$ cat config.mk
export PLATFORM = sky130hd
export DESIGN_NAME = i2stx_top
export DESIGN_NICKNAME = d
export VERILOG_FILES = /design/src/rtl/i2stx_pkg.sv /design/src/rtl/i2stx_regs.sv /design/src/rtl/i2stx_clkdiv.sv /design/src/rtl/i2stx_lane.sv /design/src/rtl/i2stx_top.sv
export SDC_FILE = /design/constraint.sdc
export NUM_CORES = 1
export LEC_CHECK = 0
export ABC_AREA = 1
export ABC_CLOCK_PERIOD_IN_PS = 4200
export CAP_MARGIN = 20
export CORE_ASPECT_RATIO = 1.5
export CORE_MARGIN = 5
export CORE_UTILIZATION = 50
export DETAILED_ROUTE_END_ITERATION = 8
export GPL_ROUTABILITY_DRIVEN = 1
export PLACE_DENSITY_LB_ADDON = 0.05
export SLEW_MARGIN = 5
export SYNTH_ARGS = -nofsm -noshare
export SYNTH_HDL_FRONTEND = slang
export SYNTH_SLANG_ARGS = --single-unit
$ cat constraint.sdc
create_clock -name clk -period 4.2 [get_ports clk]
set_input_delay 0.84 -clock clk [delete_from_list [all_inputs] [get_ports clk]]
set_output_delay 0.84 -clock clk [all_outputs]
set_load 0.05 [all_outputs]
$ cat src/rtl/i2stx_pkg.sv
package i2stx_pkg;
    typedef enum logic [1:0] {
        ST_IDLE  = 2'd0,
        ST_LEFT  = 2'd1,
        ST_RIGHT = 2'd2
    } tx_state_e;

    localparam int          BUS_W      = 8;
    localparam int          SEL_W      = 8;
    localparam logic [7:0]  ADDR_CTRL  = 8'h08;
    localparam logic [7:0]  ADDR_STAT  = 8'h0C;
    localparam logic [7:0]  ADDR_TIM   = 8'h20;
    localparam int          ADDR_SEL0  = 'h30;
    localparam logic [7:0]  DIV_RESET  = 8'd4;
endpackage

$ cat src/rtl/i2stx_regs.sv
module i2stx_regs
    import i2stx_pkg::*;
#(
    parameter int PAIRS  = 2,
    parameter bit SLOT32 = 1'b1
) (
    input  logic                   clk,
    input  logic                   rst_n,
    input  logic                   bus_wen,
    input  logic [7:0]             bus_addr,
    input  logic [BUS_W-1:0]       bus_wdata,
    output logic [BUS_W-1:0]       bus_rdata,
    input  logic                   uf_set,
    output logic                   core_en,
    output logic [7:0]             tim_div,
    output logic [PAIRS*SEL_W-1:0] sel_ids,
    output logic                   uf_flag,
    output logic                   stat_wr
);
    assign stat_wr = bus_wen && (bus_addr == ADDR_STAT);

    always_ff @(posedge clk) begin
        if (!rst_n) begin
            core_en <= 1'b0;
            tim_div <= DIV_RESET;
            uf_flag <= 1'b0;
        end else begin
            if (bus_wen && bus_addr == ADDR_CTRL)
                core_en <= bus_wdata[0];
            if (bus_wen && bus_addr == ADDR_TIM && bus_wdata != '0)
                tim_div <= bus_wdata;
            if (uf_set)
                uf_flag <= 1'b1;
            else if (stat_wr)
                uf_flag <= 1'b0;
        end
    end

    for (genvar n = 0; n < PAIRS; n++) begin : g_sel
        localparam logic [7:0] SEL_ADDR = 8'(ADDR_SEL0 + 4 * n);
        always_ff @(posedge clk) begin
            if (!rst_n)
                sel_ids[n*SEL_W +: SEL_W] <= SEL_W'(n + 1);
            else if (bus_wen && bus_addr == SEL_ADDR)
                sel_ids[n*SEL_W +: SEL_W] <= bus_wdata;
        end
    end

    always_comb begin
        bus_rdata = '0;
        if (bus_addr == ADDR_CTRL) begin
            bus_rdata[0] = core_en;
            bus_rdata[3] = SLOT32;
        end else if (bus_addr == ADDR_STAT) begin
            bus_rdata[0] = uf_flag;
        end else if (bus_addr == ADDR_TIM) begin
            bus_rdata = tim_div;
        end
        for (int n = 0; n < PAIRS; n++) begin
            if (bus_addr == 8'(ADDR_SEL0 + 4 * n))
                bus_rdata = sel_ids[n*SEL_W +: SEL_W];
        end
    end
endmodule

$ cat src/rtl/i2stx_clkdiv.sv
module i2stx_clkdiv (
    input  logic       clk,
    input  logic       rst_n,
    input  logic       en,
    input  logic [7:0] div,
    output logic       bclk,
    output logic       bit_fall
);
    logic [7:0] cnt_q;
    logic       wrap;

    assign wrap     = (cnt_q >= div - 8'd1);
    assign bit_fall = en && bclk && wrap;

    always_ff @(posedge clk) begin
        if (!rst_n || !en) begin
            cnt_q <= '0;
            bclk  <= 1'b0;
        end else if (wrap) begin
            cnt_q <= '0;
            bclk  <= ~bclk;
        end else begin
            cnt_q <= cnt_q + 8'd1;
        end
    end
endmodule

$ cat src/rtl/i2stx_lane.sv
module i2stx_lane
    import i2stx_pkg::*;
#(
    parameter int PAIRS = 2,
    parameter int DW    = 16,
    parameter int SLOT  = 32
) (
    input  logic                    clk,
    input  logic                    rst_n,
    input  logic                    en,
    input  logic                    shift,
    input  logic                    load,
    input  logic                    smp_valid,
    input  logic [SEL_W-1:0]        src_id,
    input  logic [PAIRS*2*DW-1:0]   smp_data,
    output logic                    sdata
);
    localparam int FRAME_W = 2 * SLOT;

    logic [DW-1:0]      left_w, right_w;
    logic [FRAME_W-1:0] frame_w, shreg_q;

    always_comb begin
        left_w  = '0;
        right_w = '0;
        for (int p = 0; p < PAIRS; p++) begin
            if (smp_valid && src_id == SEL_W'(p + 1)) begin
                left_w  = smp_data[p*2*DW + DW +: DW];
                right_w = smp_data[p*2*DW +: DW];
            end
        end
        frame_w = '0;
        frame_w[FRAME_W-1 -: DW] = left_w;
        frame_w[SLOT-1 -: DW]    = right_w;
    end

    always_ff @(posedge clk) begin
        if (!rst_n || !en) begin
            shreg_q <= '0;
            sdata   <= 1'b0;
        end else if (shift) begin
            sdata   <= shreg_q[FRAME_W-1];
            shreg_q <= load ? frame_w : (shreg_q << 1);
        end
    end
endmodule

$ cat src/rtl/i2stx_top.sv
module i2stx_top
    import i2stx_pkg::*;
#(
    parameter int PAIRS  = 2,
    parameter int DW     = 16,
    parameter bit SLOT32 = 1'b1
) (
    input  logic                  clk,
    input  logic                  rst_n,
    input  logic                  bus_wen,
    input  logic [7:0]            bus_addr,
    input  logic [7:0]            bus_wdata,
    output logic [7:0]            bus_rdata,
    input  logic                  smp_valid,
    output logic                  smp_ready,
    input  logic [PAIRS*2*DW-1:0] smp_data,
    output logic                  i2s_bclk,
    output logic                  i2s_ws,
    output logic [PAIRS-1:0]      i2s_sdata
);
    localparam int SLOT  = SLOT32 ? 32 : DW;
    localparam int CNT_W = $clog2(SLOT);
    localparam logic [CNT_W-1:0] LAST = CNT_W'(SLOT - 1);

    logic                   core_en, uf_flag, stat_wr, uf_set, bit_fall, frame_start;
    logic [7:0]             tim_div;
    logic [PAIRS*SEL_W-1:0] sel_ids;
    tx_state_e              state_q, state_d;
    logic [CNT_W-1:0]       cnt_q, cnt_d;

    i2stx_regs #(.PAIRS(PAIRS), .SLOT32(SLOT32)) u_regs (
        .clk(clk), .rst_n(rst_n), .bus_wen(bus_wen), .bus_addr(bus_addr),
        .bus_wdata(bus_wdata), .bus_rdata(bus_rdata), .uf_set(uf_set),
        .core_en(core_en), .tim_div(tim_div), .sel_ids(sel_ids),
        .uf_flag(uf_flag), .stat_wr(stat_wr)
    );

    i2stx_clkdiv u_div (
        .clk(clk), .rst_n(rst_n), .en(core_en), .div(tim_div),
        .bclk(i2s_bclk), .bit_fall(bit_fall)
    );

    // State register
    always_ff @(posedge clk) begin
        if (!rst_n || !core_en) begin
            state_q <= ST_IDLE;
            cnt_q   <= '0;
        end else begin
            state_q <= state_d;
            cnt_q   <= cnt_d;
        end
    end

    // Next state
    always_comb begin
        state_d     = state_q;
        cnt_d       = cnt_q;
        frame_start = 1'b0;
        unique case (state_q)
            ST_IDLE: begin
                if (bit_fall) begin
                    state_d     = ST_LEFT;
                    cnt_d       = '0;
                    frame_start = 1'b1;
                end
            end
            ST_LEFT: begin
                if (bit_fall) begin
                    if (cnt_q == LAST) begin
                        state_d = ST_RIGHT;
                        cnt_d   = '0;
                    end else begin
                        cnt_d = cnt_q + 1'b1;
                    end
                end
            end
            ST_RIGHT: begin
                if (bit_fall) begin
                    if (cnt_q == LAST) begin
                        state_d     = ST_LEFT;
                        cnt_d       = '0;
                        frame_start = 1'b1;
                    end else begin
                        cnt_d = cnt_q + 1'b1;
                    end
                end
            end
            default: state_d = ST_IDLE;
        endcase
    end

    // Outputs
    always_comb begin
        i2s_ws    = (state_q == ST_RIGHT);
        smp_ready = frame_start;
        uf_set    = frame_start && !smp_valid;
    end

    for (genvar n = 0; n < PAIRS; n++) begin : g_lane
        i2stx_lane #(.PAIRS(PAIRS), .DW(DW), .SLOT(SLOT)) u_lane (
            .clk(clk), .rst_n(rst_n), .en(core_en), .shift(bit_fall),
            .load(frame_start), .smp_valid(smp_valid),
            .src_id(sel_ids[n*SEL_W +: SEL_W]), .smp_data(smp_data),
            .sdata(i2s_sdata[n])
        );
    end
endmodule

==> flow_summary.ini, run 1 <==
[sta]
hold_viol = 0
holdWs_ps = 465.4
setup_violations = 0
worstMarginPinSlew_ps = 821.6
setup_ws_ps = 521.8
maxSlewHeadroom_pct = 44.89
fin_crit_sh_pct = 87.58
min_period_ps = 3678
tns_ps = 0
finalMaxSlewViolations = 0
skew_ps = 9.350
fmax_mhz = 271.9
grt_setup_unrepaired = false

[drt]
antenna_left = 0
via_per_inst = 5.401
drtIter0Drc = 446
dr.pass1.iters = 5
route.final.wire_length_um = 19400
drc = 0
wl_per_cell_um = 14.62
vias = 7167

[global_route]
overflow = 0
antenna_found_initial = 0
grt_max_degree = 74
grt_usage_pct = 22.97
grt_pass1_wl_um = 31660
grt_pass1_vias = 6794

[floorplan]
design.core.area_um2 = 14120
io_pins = 97
rows = 53
dieArea_um2 = 17010
die_h_um = 157.3
die_x_um = 108.2
start_util_pct = 51.17

[worst_setup_path]
r2r_cells = 14
crit_path_end = smp_ready
worstPathMaxFanout = 6
cp_slowest_cell = dfxtp_1
critPathLaunchType = flop
crit_buf_inv = 4
crit_chain = inv_1 > ha_1 > nand3_1 > nor3_1 > xor2_1 > inv_1 > ha_1 > nand2_1 > o21a_1 > nand2_2 > nand3_1 > inv_1 > clkbuf_2
regToRegSetupSlack_ps = 1060
required_ps = 3360
max_stage_delay_ps = 290
arrival_ps = 2840
cpMostUsedCell = inv_1
cp.depth = 13
critPathTopFamily = simple AND/OR/NAND/NOR gates
cp-end-kind = output port
path_class = flop to output port
critPathLaunch = u_regs.tim_div[0]
r2r_end = g_lane[1].u_lane.shreg_q[20]
rr_startpoint = u_regs.tim_div[0]

[cells_and_area]
final_area_um2 = 8838
layout.nets = 1220
multi_input_area_um2 = 3824
ff_latch_area_um2 = 2803
drive_above_1_share_pct = 7.407
layout_commonest_cell = nand2_1
fillerInstances = 1407
layout_common_cells = 299 x nand2_1, 185 x a21oi_1, 140 x dfxtp_1
area_growth_pct = 22.28

[yosys]
postSynthAreaPerCell_um2 = 6.819
synthMuxAreaShare_pct = 0
synth_fp_nets = 1159
synth_area_leaders = dfxtp_1 39%, nand2_1 16%, a21oi_1 13%
synth_compound_area_share_pct = 21.14
ys_warn_count = 0
synth_top_family_by_area = simple AND/OR/NAND/NOR gates
syn_area_um2 = 7228
synthXorXnorAreaFrac_pct = 1.333
synth_top_area_share_pct = 38.77
synth_seq_cells = 140
ys_seq_area_share_pct = 38.77
ys_types = 34
synth_top_area_cell = dfxtp_1
synth-simple-area-share_pct = 27.73
syn_inst = 1060
yosys.area_share.adder_pct = 2.597

[clock_tree]
clkSlewWorstSetupHoldPaths_ps = 60
post_cts_buffers = 0
htree_num_levels = 4
tritoncts = built
cts_hold_buf = 0
clk_latency_ps = 420
cts-root-buf = clkbuf_16
clk_path_buf_depth = 2
clock_sinks = 140
cts_buffers = 17
ctsResizeCount = 1

[placement]
dp_hpwl_um = 12950
io_buffers = 96
place_congestion = 0.8820
post_dp_cell_area_um2 = 8202
post-place-ws_ps = 432.1

[pwr]
power_density_nw_per_um2 = 354.7
leakage_nw = 3.767
ir_drop_mv = 0.2413

[flow_run]
maxCapViolCount = 0

[run_status]
status = completed

[hold_path]
hp-class = flop to flop
==> synthesized netlist by cell type <==
cell type and number:
or2_2 3, nor2_2 3, xor2_1 8, a21oi_4 1
o221ai_1 7, nand2_1 300, buf_6 6, o21ai_0 96
nor4_1 4, nand3_2 12, o22ai_1 1, nor3_1 10
or2_1 1, nor3b_1 1, nand3b_1 1, nand3_1 66
dfxtp_1 140, o21a_1 1, buf_2 28, inv_2 3
ha_1 15, xnor2_1 3, a21boi_0 1, clkbuf_1 28
and2_1 1, nor3_2 2, buf_4 8, a21oi_1 185
nor2_1 52, nand2_2 4, nand4_1 5, inv_1 60
nor3_4 1, o211ai_1 3
==> worst register-to-register path: stages (launching register included) <==
cell	delay [ps]
dfxtp_1	290
inv_1	140
ha_1	220
nand3_1	120
nor3_1	190
xor2_1	170
inv_1	60
ha_1	280
nand2_1	80
o21a_1	230
nand2_2	130
nand2_4	540
buf_4	390
a21oi_1	80
a21oi_1	150
==> power by group <==
| group | total (mW) | leakage (nW) | internal, mW | switching, mW |
|---|---|---|---|---|
| logic | 0.186 | 2.33 | 0.0956 | 0.0905 |
| registers | 1.33 | 1.13 | 1.33 | 0.000348 |
| clock network | 1.62 | 0.315 | 1.07 | 0.547 |
| total | 3.14 | 3.77 | 2.50 | 0.638 |
==> sequential cells by signal, indices dropped and copies added (netlist names), 2 cells and up <==
register / flops
u_div.cnt_q: 8
cnt_q: 5
g_lane.u_lane.shreg_q: 96
g_lane.u_lane.sdata: 2
u_regs.sel_ids: 16
state_q: 2
u_regs.tim_div: 8
==> per-layer routing <==
metal / wire length [µm] / track usage [%] / up-vias
li1: - / - / 3638
met1: 7952 / 27.71 / 3308
met2: 9988 / 38.61 / 176
met3: 758 / 4.268 / 45
met4: 700 / 12.15 / 0
met5: 0 / 0 / -
==> stage by stage <==
stage | total power, mW | std cells | utilization [%]
3_5_place_dp | 1.544 | 1294 | 58.07
4_1_cts | 3.158 | 1326 | 62.58
3_3_place_gp | 1.543 | 1294 | 58.07
5_1_grt | 3.231 | 1326 | 62.56
2_1_floorplan | 1.427 | 1060 | -
6_report | 3.135 | 1327 | 62.57
==> logic make-up after synthesis <==
group                      count (synthesis)
adders and majority gates                 15
buffers and inverters                    133
xor gates and xnor gates                  11
AOI/OAI and AO/OA                        295
DFF                                      140
and+or+nand+nor                          466
==> cell type report <==
type / count / area share [%]
Antenna cell: 1 / 0.02831
Clock buffer: 26 / 5.762
Clock inverter: 6 / 1.472
Inverter: 63 / 2.676
Multi-Input combinational cell: 787 / 43.26
Sequential cell: 140 / 31.71
Tap cell: 192 / 2.718
Timing Repair Buffer: 112 / 12.37
==> how the worst min path moves through the flow <==
stage	start	to	slack, ps	cells after the start
detailed placement	g_lane[1].u_lane.shreg_q[35]	g_lane[1].u_lane.shreg_q[35]	460	2
finish	g_lane[1].u_lane.shreg_q[35]	g_lane[1].u_lane.shreg_q[35]	470	2
global route	g_lane[1].u_lane.shreg_q[39]	g_lane[1].u_lane.shreg_q[39]	480	2
CTS	g_lane[1].u_lane.shreg_q[35]	g_lane[1].u_lane.shreg_q[35]	460	2
floorplan	u_div.cnt_q[0]	u_div.cnt_q[0]	430	1
global placement	cnt_q[3]	cnt_q[3]	450	2
(Power assumes the default switching activity.)
==> inputs of run 2 (changes only) <==
- SYNTH_HIERARCHICAL: default -> 1
==> run 2 against run 1 <==
  * Core utilization fell by 1.2 points
  * Cell count rose by 4.9%
  * Worst setup slack got worse by 100 ps
  * Clock power fell by 7%
  * Largest power group unchanged
==> flow_summary.ini, run 2 <==
[clock_tree]
clkSlewWorstSetupHoldPaths_ps = 60
clk_latency_ps = 420
htree_num_levels = 4
tritoncts = built
cts_buffers = 17
clock_sinks = 140
cts_hold_buf = 0
clk_path_buf_depth = 2
ctsResizeCount = 0
post_cts_buffers = 0
cts-root-buf = clkbuf_16

[yosys]
syn_inst = 1124
ys_warn_count = 6
syn_area_um2 = 7750
synth_fp_nets = 1226
postSynthAreaPerCell_um2 = 6.895

[floorplan]
die_x_um = 111.7
rows = 55
dieArea_um2 = 18140
io_pins = 97
design.core.area_um2 = 15140
die_h_um = 162.5
start_util_pct = 51.19

[cells_and_area]
layout_common_cells = 227 x nand2_1, 179 x a21oi_1, 158 x nand3_1
ff_latch_area_um2 = 2803
reg.largest.list = g_lane.u_lane/shreg_q (96), u_regs/sel_ids (16)
multi_input_area_um2 = 4299
largest_reg_flops = 96
area_growth_pct = 19.91
layout.nets = 1282
fillerInstances = 1512
drive_above_1_share_pct = 9.304
largest_register = g_lane.u_lane/shreg_q
layout_commonest_cell = nand2_1
final_area_um2 = 9293
antenna_cells = 0

[worst_setup_path]
regToRegSetupSlack_ps = 810
arrival_ps = 2940
rr_startpoint = u_regs/tim_div[0]
critPathTopFamily = buffers and inverters
cp-end-kind = output port
crit_chain = clkdlybuf4s50_1 > nor2_2 > nand3_1 > nor2_2 > nand2_1 > nand3_1 > clkdlybuf4s50_1
r2r_end = g_lane[1].u_lane/shreg_q[27]
required_ps = 3360
cp_slowest_cell = clkdlybuf4s50_1
path_class = primary input to output port
critPathLaunchType = primary input
r2r_cells = 17
crit_buf_inv = 2
worstPathMaxFanout = 10
max_stage_delay_ps = 800

[flow_run]
maxCapViolCount = 0

[hold_path]
hp-start = g_lane[0].u_lane/shreg_q[63]
whs_path_depth = 2
hold_end = g_lane[0].u_lane/sdata
hp-class = flop to flop

[drt]
antenna_left = 0
vias = 7703
route.final.wire_length_um = 22120
via_per_inst = 5.534
drc = 0
wl_per_cell_um = 15.89
drtIter0Drc = 672
dr.pass1.iters = 5

[sta]
min_period_ps = 3778
setup_violations = 0
grt_setup_unrepaired = false
skew_ps = 8.440
worstMarginPinSlew_ps = 1136
fin_crit_sh_pct = 89.95
holdWs_ps = 470.0
maxSlewHeadroom_pct = 24.19
tns_ps = 0
finalMaxSlewViolations = 0
fmax_mhz = 264.7
hold_viol = 0

[global_route]
grt_max_degree = 108
grt_pass1_vias = 7419
antenna_found_initial = 0
grt_pass1_wl_um = 36440
grt_usage_pct = 24.43
overflow = 0

[placement]
post_dp_cell_area_um2 = 8692
dp_hpwl_um = 15480
io_buffers = 96
place_congestion = 1.049

[run_status]
status = completed

[pwr]
power_density_nw_per_um2 = 326.2
leakage_nw = 3.944
ir_drop_mv = 0.2066
-- run 2: per-stage QoR --
stage	std cells	power [mW]	setup slack, ps	utilization, %
after CTS	1392	3.059	408.4	61.38
after global routing	1392	3.140	197.1	61.38
after floorplan	1124	1.446	386.1	-
final	1392	3.031	422.0	61.38
after global placement	1360	1.554	451.4	57.41
after detailed placement	1360	1.554	425.7	57.41
-- run 2: metal layers --
metal	track usage (%)	wire [µm]	part of all wire, %	vias to the layer above
met1	28.65	8887	40	3520
met3	6.617	1595	7.2	44
li1	-	-	-	3873
met2	41.62	10860	49	266
met4	10.85	775	3.5	0
met5	0	0	0	-
-- run 2: cell type report --
class,count,area share [%]
flip-flops and latches,140,30.16
well taps,199,2.679
repair buffers,112,11.85
clock inverters,14,1.737
multi-input cells,847,46.26
clock buffers,18,4.726
inverters,62,2.585
-- run 2: report_power, final --
group	leakage [nW]	total, mW	internal [mW]	switching, mW
combinational	2.53	0.198	0.0967	0.101
sequential	1.13	1.33	1.33	0.000716
clock	0.289	1.50	0.901	0.603
total	3.94	3.03	2.33	0.705
-- run 2: worst max-delay path by stage --
stage,start,to,slack [ps],depth (start not counted)
after global placement,bus_addr[1],bus_rdata[2],450,7
after CTS,u_regs/tim_div[0],smp_ready,410,14
after detailed placement,bus_addr[1],bus_rdata[7],430,7
after floorplan,u_regs/tim_div[0],g_lane[0].u_lane/shreg_q[21],390,19
final,bus_addr[1],bus_rdata[6],420,7
after global routing,u_regs/tim_div[0],smp_ready,200,14
-- run 2: worst register-to-register path, stage by stage (launching register included) --
cell     delay [ps]
dfxtp_1         370
inv_1           150
ha_1            200
nand2_1          90
nor3_1          190
xor2_1          160
inv_1            60
ha_1            260
nand2_1          80
nor2_1           70
nor2_4          170
a21oi_4         120
nand3_1         130
nand2_2         100
inv_1           480
buf_4           420
a21oi_1         110
a21oi_1         170
==> inputs of run 3 (changes only) <==
- ABC_CLOCK_PERIOD_IN_PS: 4200 -> 4400
- clock period: 4.2 -> 4.4 ns (I/O delays scaled with it)
==> run 3 against run 2 <==
  * Via count increased by 0.39%
  * Power decreased by 3.9%
  * Register-to-register slack got worse by 240 ps
  * Clock skew up 0.81 ps
  * Critical endpoint is now smp_ready
==> flow_summary.ini, run 3 (synthesis gave the netlist of run 2 again) <==
[sta]
fin_crit_sh_pct = 94.58
finalMaxSlewViolations = 0
setup_violations = 0
tns_ps = 0
holdWs_ps = 466.2
fmax_mhz = 240.3
grt_setup_unrepaired = false
min_period_ps = 4162
hold_viol = 0
skew_ps = 9.250
worstMarginPinSlew_ps = 884.9
maxSlewHeadroom_pct = 40.94

[clock_tree]
tritoncts = built
cts-root-buf = clkbuf_16
clk_latency_ps = 420
clkSlewWorstSetupHoldPaths_ps = 60
clock_sinks = 140
post_cts_buffers = 0
cts_hold_buf = 0
ctsResizeCount = 0
cts_buffers = 17
clk_path_buf_depth = 2
htree_num_levels = 4

[pwr]
power.total_mw = 2.912
ir_drop_mv = 0.1864
power_density_nw_per_um2 = 313.5
leakage_nw = 3.937

[worst_setup_path]
required_ps = 3520
worstPathMaxFanout = 23
max_stage_delay_ps = 380
rr_startpoint = u_regs/tim_div[0]
r2r_cells = 17
regToRegSetupSlack_ps = 570
crit_chain = inv_1 > ha_1 > nand2_1 > nor3_1 > xor2_1 > inv_1 > ha_1 > nand2_1 > nor2_1 > nor2_4 > a21oi_4 > nand3_1 > nand2_2 > buf_12
critPathLaunchType = flop
cp_slowest_cell = nand2_2
r2r_end = g_lane[1].u_lane/shreg_q[52]
arrival_ps = 3280
cp-end-kind = output port
path_class = flop to output port

[global_route]
antenna_found_initial = 0
grt_usage_pct = 24.41
grt_pass1_wl_um = 35980
grt_max_degree = 108
grt_pass1_vias = 7256
overflow = 0

[drt]
vias = 7733
drtIter0Drc = 711
route.final.wire_length_um = 22320
via_per_inst = 5.555
drc = 0
wl_per_cell_um = 16.03
antenna_left = 0
dr.pass1.iters = 5

[placement]
io_buffers = 96
place_congestion = 1.001
dp_hpwl_um = 15620

[hold_path]
hp-class = flop to flop
hp-start = g_lane[0].u_lane/shreg_q[63]
whs_path_depth = 2
hold_end = g_lane[0].u_lane/sdata

[cells_and_area]
fin_util_pct = 61.36
drive_above_1_share_pct = 9.053
layout.nets = 1282
layout_common_cells = 227 x nand2_1, 179 x a21oi_1, 158 x nand3_1
layout_commonest_cell = nand2_1
largest_register = g_lane.u_lane/shreg_q
area_growth_pct = 19.87
antenna_cells = 0
reg.largest.list = g_lane.u_lane/shreg_q (96), u_regs/sel_ids (16)
largest_reg_flops = 96

[floorplan]
start_util_pct = 51.19
io_pins = 97
die_h_um = 162.5
rows = 55
die_x_um = 111.7
design.core.area_um2 = 15140
dieArea_um2 = 18140

[run_status]
status = completed

[flow_run]
maxCapViolCount = 0
==> run 3: cell count changes in the layout (fill, tap and decap cells not counted), moves of 2 or more <==
cell,previous run,this run
clkinv_2,1,3
clkinv_4,7,1
inv_6,2,4
clkbuf_1,0,2
==> run 3: metal layers <==
layer / vias up / global-route usage (%) / share of wire, %
met5: - / 0 / 0
met4: 0 / 12.40 / 4.2
met3: 43 / 7.844 / 7.0
met2: 220 / 41.46 / 48
met1: 3593 / 27.31 / 41
li1: 3877 / - / -
==> run 3: critical path: cells and delay by family (launching register included) <==
kind | cells | cell delay [ps]
and+or+nand+nor | 7 | 1180
adders and majority gates | 2 | 460
buffers and inverters | 3 | 390
DFF | 1 | 370
AOI/OAI and AO/OA | 1 | 270
xor gates and xnor gates | 1 | 160
==> run 3: final cells by class <==
| class | count | area [µm²] |
|---|---|---|
| timing repair buffer | 112 | 1104 |
| clock inverter | 13 | 162.7 |
| multi-input combinational | 847 | 4299 |
| clock buffer | 19 | 432.9 |
| inverter | 62 | 240.2 |
| sequential | 140 | 2803 |
| tap | 199 | 249.0 |
| fill | 1480 | 5849 |
==> run 3: report_power, final <==
part,switching [mW],total [mW],internal [mW]
clock network,0.561,1.46,0.895
logic,0.0956,0.188,0.0922
registers,0.000668,1.27,1.27
total,0.657,2.91,2.25
==> run 3: worst max-delay path by stage <==
stage,start,end
after floorplan,u_regs/tim_div[0],g_lane[0].u_lane/shreg_q[21]
after global placement,bus_addr[1],bus_rdata[3]
after detailed placement,bus_addr[2],bus_rdata[2]
after CTS,u_regs/tim_div[0],smp_ready
after global routing,u_regs/tim_div[0],smp_ready
final,u_regs/tim_div[0],smp_ready
==> run 3: stage by stage <==
stage | setup WS, ps | cell area (µm²) | cells
2_1_floorplan | 586.1 | 7750 | 1124
3_3_place_gp | 473.8 | 8695 | 1360
3_5_place_dp | 493.1 | 8695 | 1360
4_1_cts | 201.7 | 9290 | 1392
5_1_grt | 9.667 | 9290 | 1392
6_report | 238.4 | 9290 | 1392
